$ cat src/rtl/split_ring_pkg.sv
package split_ring_pkg;
  typedef enum logic [1:0] {
    STEP_HOLD = 2'd0,
    STEP_FWD  = 2'd1,
    STEP_BACK = 2'd2
  } step_e;
endpackage

$ cat src/rtl/step_decode.sv
module step_decode
  import split_ring_pkg::*;
(
  input  logic  up_req,
  input  logic  dn_req,
  output step_e step
);
  always_comb begin
    if (up_req && !dn_req)      step = STEP_FWD;
    else if (dn_req && !up_req) step = STEP_BACK;
    else                        step = STEP_HOLD;
  end
endmodule

$ cat src/rtl/ring_half.sv
module ring_half
  import split_ring_pkg::*;
#(
  parameter int SPAN         = 3,
  parameter bit START_ACTIVE = 1'b1,
  localparam int SW          = $clog2(SPAN + 1),
  localparam int PW          = (SPAN > 1) ? $clog2(SPAN) : 1
) (
  input  logic          clk,
  input  logic          rst,
  input  step_e         step,
  input  logic          enter_low,
  input  logic          enter_high,
  output logic          active,
  output logic [PW-1:0] pos,
  output logic          exit_high,
  output logic          exit_low
);
  localparam logic [SW-1:0] IDLE_ST = SW'(SPAN);
  localparam logic [SW-1:0] TOP_ST  = SW'(SPAN - 1);

  logic [SW-1:0] st_q, st_d;

  assign active    = (st_q != IDLE_ST);
  assign pos       = PW'(st_q);
  assign exit_high = active && (step == STEP_FWD)  && (st_q == TOP_ST);
  assign exit_low  = active && (step == STEP_BACK) && (st_q == '0);

  always_comb begin
    st_d = st_q;
    if (!active) begin
      if (enter_low)       st_d = '0;
      else if (enter_high) st_d = TOP_ST;
    end else begin
      unique case (step)
        STEP_FWD:  st_d = (st_q == TOP_ST) ? IDLE_ST : st_q + 1'b1;
        STEP_BACK: st_d = (st_q == '0)     ? IDLE_ST : st_q - 1'b1;
        default:   st_d = st_q;
      endcase
    end
  end

  always_ff @(posedge clk) begin
    if (rst) st_q <= START_ACTIVE ? '0 : IDLE_ST;
    else     st_q <= st_d;
  end

  // idle stays idle without a handoff request
  assert_idle_holds_R8: assert property (@(posedge clk) disable iff (rst)
    (!active && !enter_low && !enter_high) |=> !active);

  // a handoff request always wakes the idle machine
  assert_handoff_wakes_R6: assert property (@(posedge clk) disable iff (rst)
    (!active && (enter_low || enter_high)) |=> active);
endmodule

$ cat src/rtl/split_ring_counter.sv
module split_ring_counter
  import split_ring_pkg::*;
#(
  parameter int SPAN = 3,
  localparam int RING = 2 * SPAN,
  localparam int CW   = $clog2(RING),
  localparam int PW   = (SPAN > 1) ? $clog2(SPAN) : 1
) (
  input  logic          clk,
  input  logic          rst,
  input  logic          up_req,
  input  logic          dn_req,
  output logic [CW-1:0] count,
  output logic          lo_active,
  output logic          hi_active
);
  step_e         step;
  logic [1:0]    act, ex_hi, ex_lo;
  logic [PW-1:0] pos [2];

  step_decode u_dec (
    .up_req(up_req),
    .dn_req(dn_req),
    .step  (step)
  );

  for (genvar g = 0; g < 2; g++) begin : g_half
    ring_half #(
      .SPAN        (SPAN),
      .START_ACTIVE(g == 0)
    ) u_half (
      .clk       (clk),
      .rst       (rst),
      .step      (step),
      .enter_low (ex_hi[1-g]),
      .enter_high(ex_lo[1-g]),
      .active    (act[g]),
      .pos       (pos[g]),
      .exit_high (ex_hi[g]),
      .exit_low  (ex_lo[g])
    );
  end

  assign lo_active = act[0];
  assign hi_active = act[1];
  assign count     = act[0] ? CW'(pos[0]) : CW'(pos[1]) + CW'(SPAN);

  assert_one_active_R5: assert property (@(posedge clk) disable iff (rst)
    $countones({lo_active, hi_active}) == 1);

  assert_count_fwd_R2: assert property (@(posedge clk) disable iff (rst)
    (up_req && !dn_req) |=>
      count == (($past(count) == CW'(RING - 1)) ? '0 : $past(count) + 1'b1));

  assert_count_back_R3: assert property (@(posedge clk) disable iff (rst)
    (dn_req && !up_req) |=>
      count == (($past(count) == '0) ? CW'(RING - 1) : $past(count) - 1'b1));

  assert_hold_R4: assert property (@(posedge clk) disable iff (rst)
    (up_req == dn_req) |=> ($stable(count) && $stable(lo_active)));

  assert_reset_state_R1: assert property (@(posedge clk)
    rst |=> (count == '0 && lo_active && !hi_active));
endmodule

$ cat config.mk
export PLATFORM = sky130hd
export DESIGN_NAME = split_ring_counter
export DESIGN_NICKNAME = d
export VERILOG_FILES = /design/src/rtl/split_ring_pkg.sv /design/src/rtl/step_decode.sv /design/src/rtl/ring_half.sv /design/src/rtl/split_ring_counter.sv
export SDC_FILE = /design/constraint.sdc
export NUM_CORES = 1
export LEC_CHECK = 0
export ABC_AREA = 1
export BUFFER_PORTS_ARGS = -buffer_cell sky130_fd_sc_hd__buf_2
export CELL_PAD_IN_SITES_DETAIL_PLACEMENT = 0
export CELL_PAD_IN_SITES_GLOBAL_PLACEMENT = 1
export CORE_MARGIN = 5
export CORE_UTILIZATION = 40
export CTS_BUF_LIST = sky130_fd_sc_hd__clkbuf_4
export DETAILED_ROUTE_END_ITERATION = 16
export PLACE_DENSITY_LB_ADDON = 0.1
export REMOVE_ABC_BUFFERS = 1
export SYNTH_ARGS = -nofsm -noshare
export SYNTH_HDL_FRONTEND = slang
export SYNTH_HIERARCHICAL = 1
export SYNTH_SLANG_ARGS = --single-unit
$ cat constraint.sdc
create_clock -name clk -period 3 [get_ports clk]
set_input_delay 0.3 -clock clk [delete_from_list [all_inputs] [get_ports clk]]
set_output_delay 0.3 -clock clk [all_outputs]
set_load 0.05 [all_outputs]
# Word level (Yosys, flattened, before mapping)
# Index checks and enable logic that the tools add are counted.
# totals
register_bits	4
input_bits	4
out_inout_bits	5
wordCells	48
# classes
n_addsub	5
eq_ne	8
muxes	15
n_reduce_logical	18
# ops
cell	count
$mux W2	12
$logic_and A1 B1 Y1	10
$pmux W2 S2	2
$eq A2 B2 Y1 const B	3
$ne A3 B3 Y1 const B	2
$reduce_bool A3 Y1	2
$add A2 B1 Y2 const B	2
$logic_not A2 Y1	2
$ne A2 B2 Y1 const B	2
$reduce_and A2 Y1	2
$sub A2 B1 Y2 const B	2
$add A2 B2 Y3 const B	1
$mux W3	1
$eq A2 B1 Y1 const B	1
$logic_not A1 Y1	2

# Depth between registers and ports, before layout
# depth
ltp_word	10
ltp_mapped	12
depth_no_buf	12

# By module
# The synthesis kept the hierarchy.
# by_module_without_submodules
module	instances	cells_each	area_each_um2	seq_area_each_um2
ring_half (g_half[1].u_half)	1	43	247.7	40.0
ring_half (g_half[0].u_half)	1	41	235.2	40.0
split_ring_counter	1	8	41.3	0.0
step_decode	1	4	15.0	0.0

# Worst setup path before layout
# No wires, ideal clock.
# synth_timing
kind	register to output
start	reg g_half[0].u_half.st_q[0]
end	out count[0]
arrival_time_ns	1.608
required_ns	2.700
slack_ns	1.092
path_stages_with_launch	4
path_buffers	0
path_cell_list	dfxtp_1 ha_1 inv_1 o21ai_1
# synth_via
elab_chain_cells	2
# synth_lines
item	line_no	source
start, declared	ring_half.sv:22	logic [SW-1:0] st_q, st_d;
start signal, assigned	ring_half.sv:44	if (rst) st_q <= START_ACTIVE ? '0 : IDLE_ST;
start signal, assigned	ring_half.sv:45	else st_q <= st_d;
$ne A2 B2 Y1	ring_half.sv:24	assign active = (st_q != IDLE_ST);
named net lo_active	split_ring_counter.sv:14	output logic lo_active,
$mux W3	split_ring_counter.sv:46	assign count = act[0] ? CW'(pos[0]) : CW'(pos[1]) + CW'(SPAN);
end, declared	split_ring_counter.sv:13	output logic [CW-1:0] count,
# The timed path passes the listed nets, and every way through them passes these cells.

# Worst setup path after layout
# layout_timing
start	reg g_half[1].u_half.st_q[0]
end	out count[1]
# layout_via
elab_chain_cells	2
# layout_lines
item	line_no
start, declared	ring_half.sv:22
start signal, assigned	ring_half.sv:44
start signal, assigned	ring_half.sv:45
$add A2 B2 Y3	split_ring_counter.sv:46
$mux W3	split_ring_counter.sv:46
# Every way passes these cells.

==> results_dict.tcl <==
set metrics [dict create \
    numCtsBuffers 3 \
    hold_violations 0 \
    critPathMaxFanout 6 \
    fp.dieW_um 46.7 \
    reg2reg_from "g_half[1].u_half/pos[0]$_SDFFE_PP1P_" \
    synth_compound_area_frac 0.0278 \
    crit_path_start_kind "flip-flop" \
    p_total_mw 0.405 \
    gp_congestion 0.689 \
    ioPinCount 9 \
    ys_warn_count 6 \
    cts_tree "built" \
    finalCritPeriodShare 0.560 \
    rsz0062_at_grt "false" \
    synth_xor_area_frac 0 \
    largest_register_ffs 4 \
    area_growth_syn_to_layout_pct 15.1 \
    place_area_um2 598 \
    grt_pass1_vias 454 \
    grt_pass1_wl_um 1770 \
    skew_ns 0.00311 \
    die_h_um 46.7 \
    drc 0 \
    insertedDiodeCount 0 \
    core_um2 1280 \
    worstSetupEndpointType "primary output" \
    rrSetupSlack_ns 1.58 \
    portBuffers 8 \
    hp-start "rst" \
    vias_per_cell 4.20 \
    worstPathCellList "inv_1 -> ha_1 -> o21ai_1 -> buf_2" \
    max_freq_mhz 595 \
    status "finished clean" \
    synth_top_family_by_area "simple AND/OR/NAND/NOR gates" \
    leakage_nw 0.395 \
    drt_pass1_iterations 3 \
    drv_cap 0 \
    grt_usage 0.112 \
    ant_nets 0 \
    final_nets 122 \
    clock-root-buffer "clkbuf_4" \
    clk_pin_slew_worst_paths_ns 0.03 \
    fillCellCount 139 \
    finalSetupViolations 0 \
    vias 512 \
    ys_types 14 \
    dp_hpwl_um 845 \
    grt_antenna_before_repair 0 \
    initialDrtViolationCount 7 \
    finalWirelength_um 987 \
    ys_seq_elements 4 \
    initial_core_util 0.420 \
    h-tree-depth 1 \
    cp.required_ns 2.70 \
    worstSkewPairLatency_ns 0.23 \
    grt_max_degree 9 \
    cts_buffer_depth 2 \
    grt-ovfl-total 0 \
    startpoint "g_half[1].u_half/pos[0]$_SDFFE_PP1P_" \
    setup.worst_path.end "count[1]" \
    hold_path.class "in2reg" \
    power_density_nw_per_um2 652 \
    arrival_ns 1.38 \
    vdd_ir_drop_max_mv 0.361 \
    synth.area.mux_share 0 \
    reg2reg_to "g_half[0].u_half/pos[1]$_SDFFE_PP0P_" \
    slew_headroom 0.714 \
    design_area_um2 621 \
    synth_simple_gate_area_frac 0.469 \
    maxSlewViolCount 0 \
    syn_avg_cell_area_um2 5.62 \
    ys_seq_area_frac 0.148 \
    drive_above_1_share 0.168 \
    setup_tns_ns 0 \
    hold_buffers 0 \
    cts_sinks 4 \
    synth_fa_ha_area_frac 0.209 \
    cpMaxStageDelayCell "dfxtp_1" \
    post_cts_buffers 0 \
    dieArea_um2 2180 \
    wl_per_cell_um 8.09 \
    syn_area_um2 539 \
    instances_no_fill 122 \
    row_count 13 \
    worst_pin_slew_ns 0.427 \
    dp_cells 119 \
    max_stage_delay_ns 0.42 \
    crit_type "reg2out" \
    postSynthCellCount 96 \
    reg2reg_depth 10 \
    min_period_ns 1.68 \
    cts_resized 0 \
]
through the flow:
stage	utilization	setup WS, ns	hold slack (ns)
after floorplan	-	1.09	0.420
after detailed placement	0.465	1.39	0.533
after global routing	0.483	1.18	0.303
after CTS	0.483	1.30	0.296
after global placement	0.465	1.41	0.535
final	0.483	1.32	0.300
where the power goes:
part           switching [mW]  internal [mW]
clock network          0.0182         0.0445
logic                   0.167         0.0873
registers              0.0205         0.0672
total                   0.206          0.199
synthesized netlist by cell type, drive strengths merged:
cell type,instances,area share
or2,2,0.023
dfxtp,4,0.15
a21oi,1,0.0093
nand2,30,0.22
nor2,19,0.13
inv,21,0.15
nand4,1,0.012
ha,9,0.21
nand3,7,0.084
o21ai,2,0.019
cell families after synthesis:
kind of cell	Yosys count
and+or+nand+nor	59
buffers and inverters	21
adders and majority gates	9
DFF	4
AOI/OAI and AO/OA	3
critical path, delay by kind of cell, from the launching register on:
family / cells / cell delay [ns]
fa+ha+maj: 1 / 0.29
compound gates: 1 / 0.11
buf+inv: 2 / 0.34
flops: 1 / 0.42
worst min path at each step:
stage | endpoint | depth (start not counted) | slack (ns)
after CTS | g_half[1].u_half/pos[0]$_SDFFE_PP1P_ | 3 | 0.30
after global placement | g_half[1].u_half/pos[1]$_SDFFE_PP1P_ | 3 | 0.54
final | g_half[1].u_half/pos[0]$_SDFFE_PP1P_ | 3 | 0.30
after detailed placement | g_half[1].u_half/pos[0]$_SDFFE_PP1P_ | 3 | 0.53
after floorplan | g_half[1].u_half/pos[0]$_SDFFE_PP1P_ | 2 | 0.42
after global routing | g_half[1].u_half/pos[1]$_SDFFE_PP1P_ | 3 | 0.30
cell type report:
type	count	area, um2	share of cell area
timing repair buffer	8	40.0	0.0645
tap	15	18.8	0.0302
multi-input combinational	71	380	0.613
inverter	21	78.8	0.127
clock buffer	3	22.5	0.0363
sequential	4	80.1	0.129
layer usage:
layer,wire length [um],track usage,part of all wire,up-vias
met5,0,0,0,-
met4,6,0.0663,0.0061,0
met3,63,0.0156,0.064,2
met2,358,0.154,0.36,9
met1,558,0.162,0.57,194
li1,-,-,-,307
cells in the final DEF (no fill, tap or decap):
| cell type | instances |
|---|---|
| nand2_2 | 2 |
| or2_1 | 1 |
| clkbuf_4 | 3 |
| nand4_1 | 1 |
| a21oi_1 | 1 |
| nand3_2 | 2 |
| nor2_1 | 19 |
| ha_1 | 9 |
| buf_2 | 8 |
| dfxtp_1 | 4 |
| nand3_1 | 5 |
| or2_0 | 1 |
| o21ai_1 | 2 |
| nand2_1 | 28 |
| inv_2 | 3 |
| inv_1 | 18 |
(Power assumes the default switching activity.)
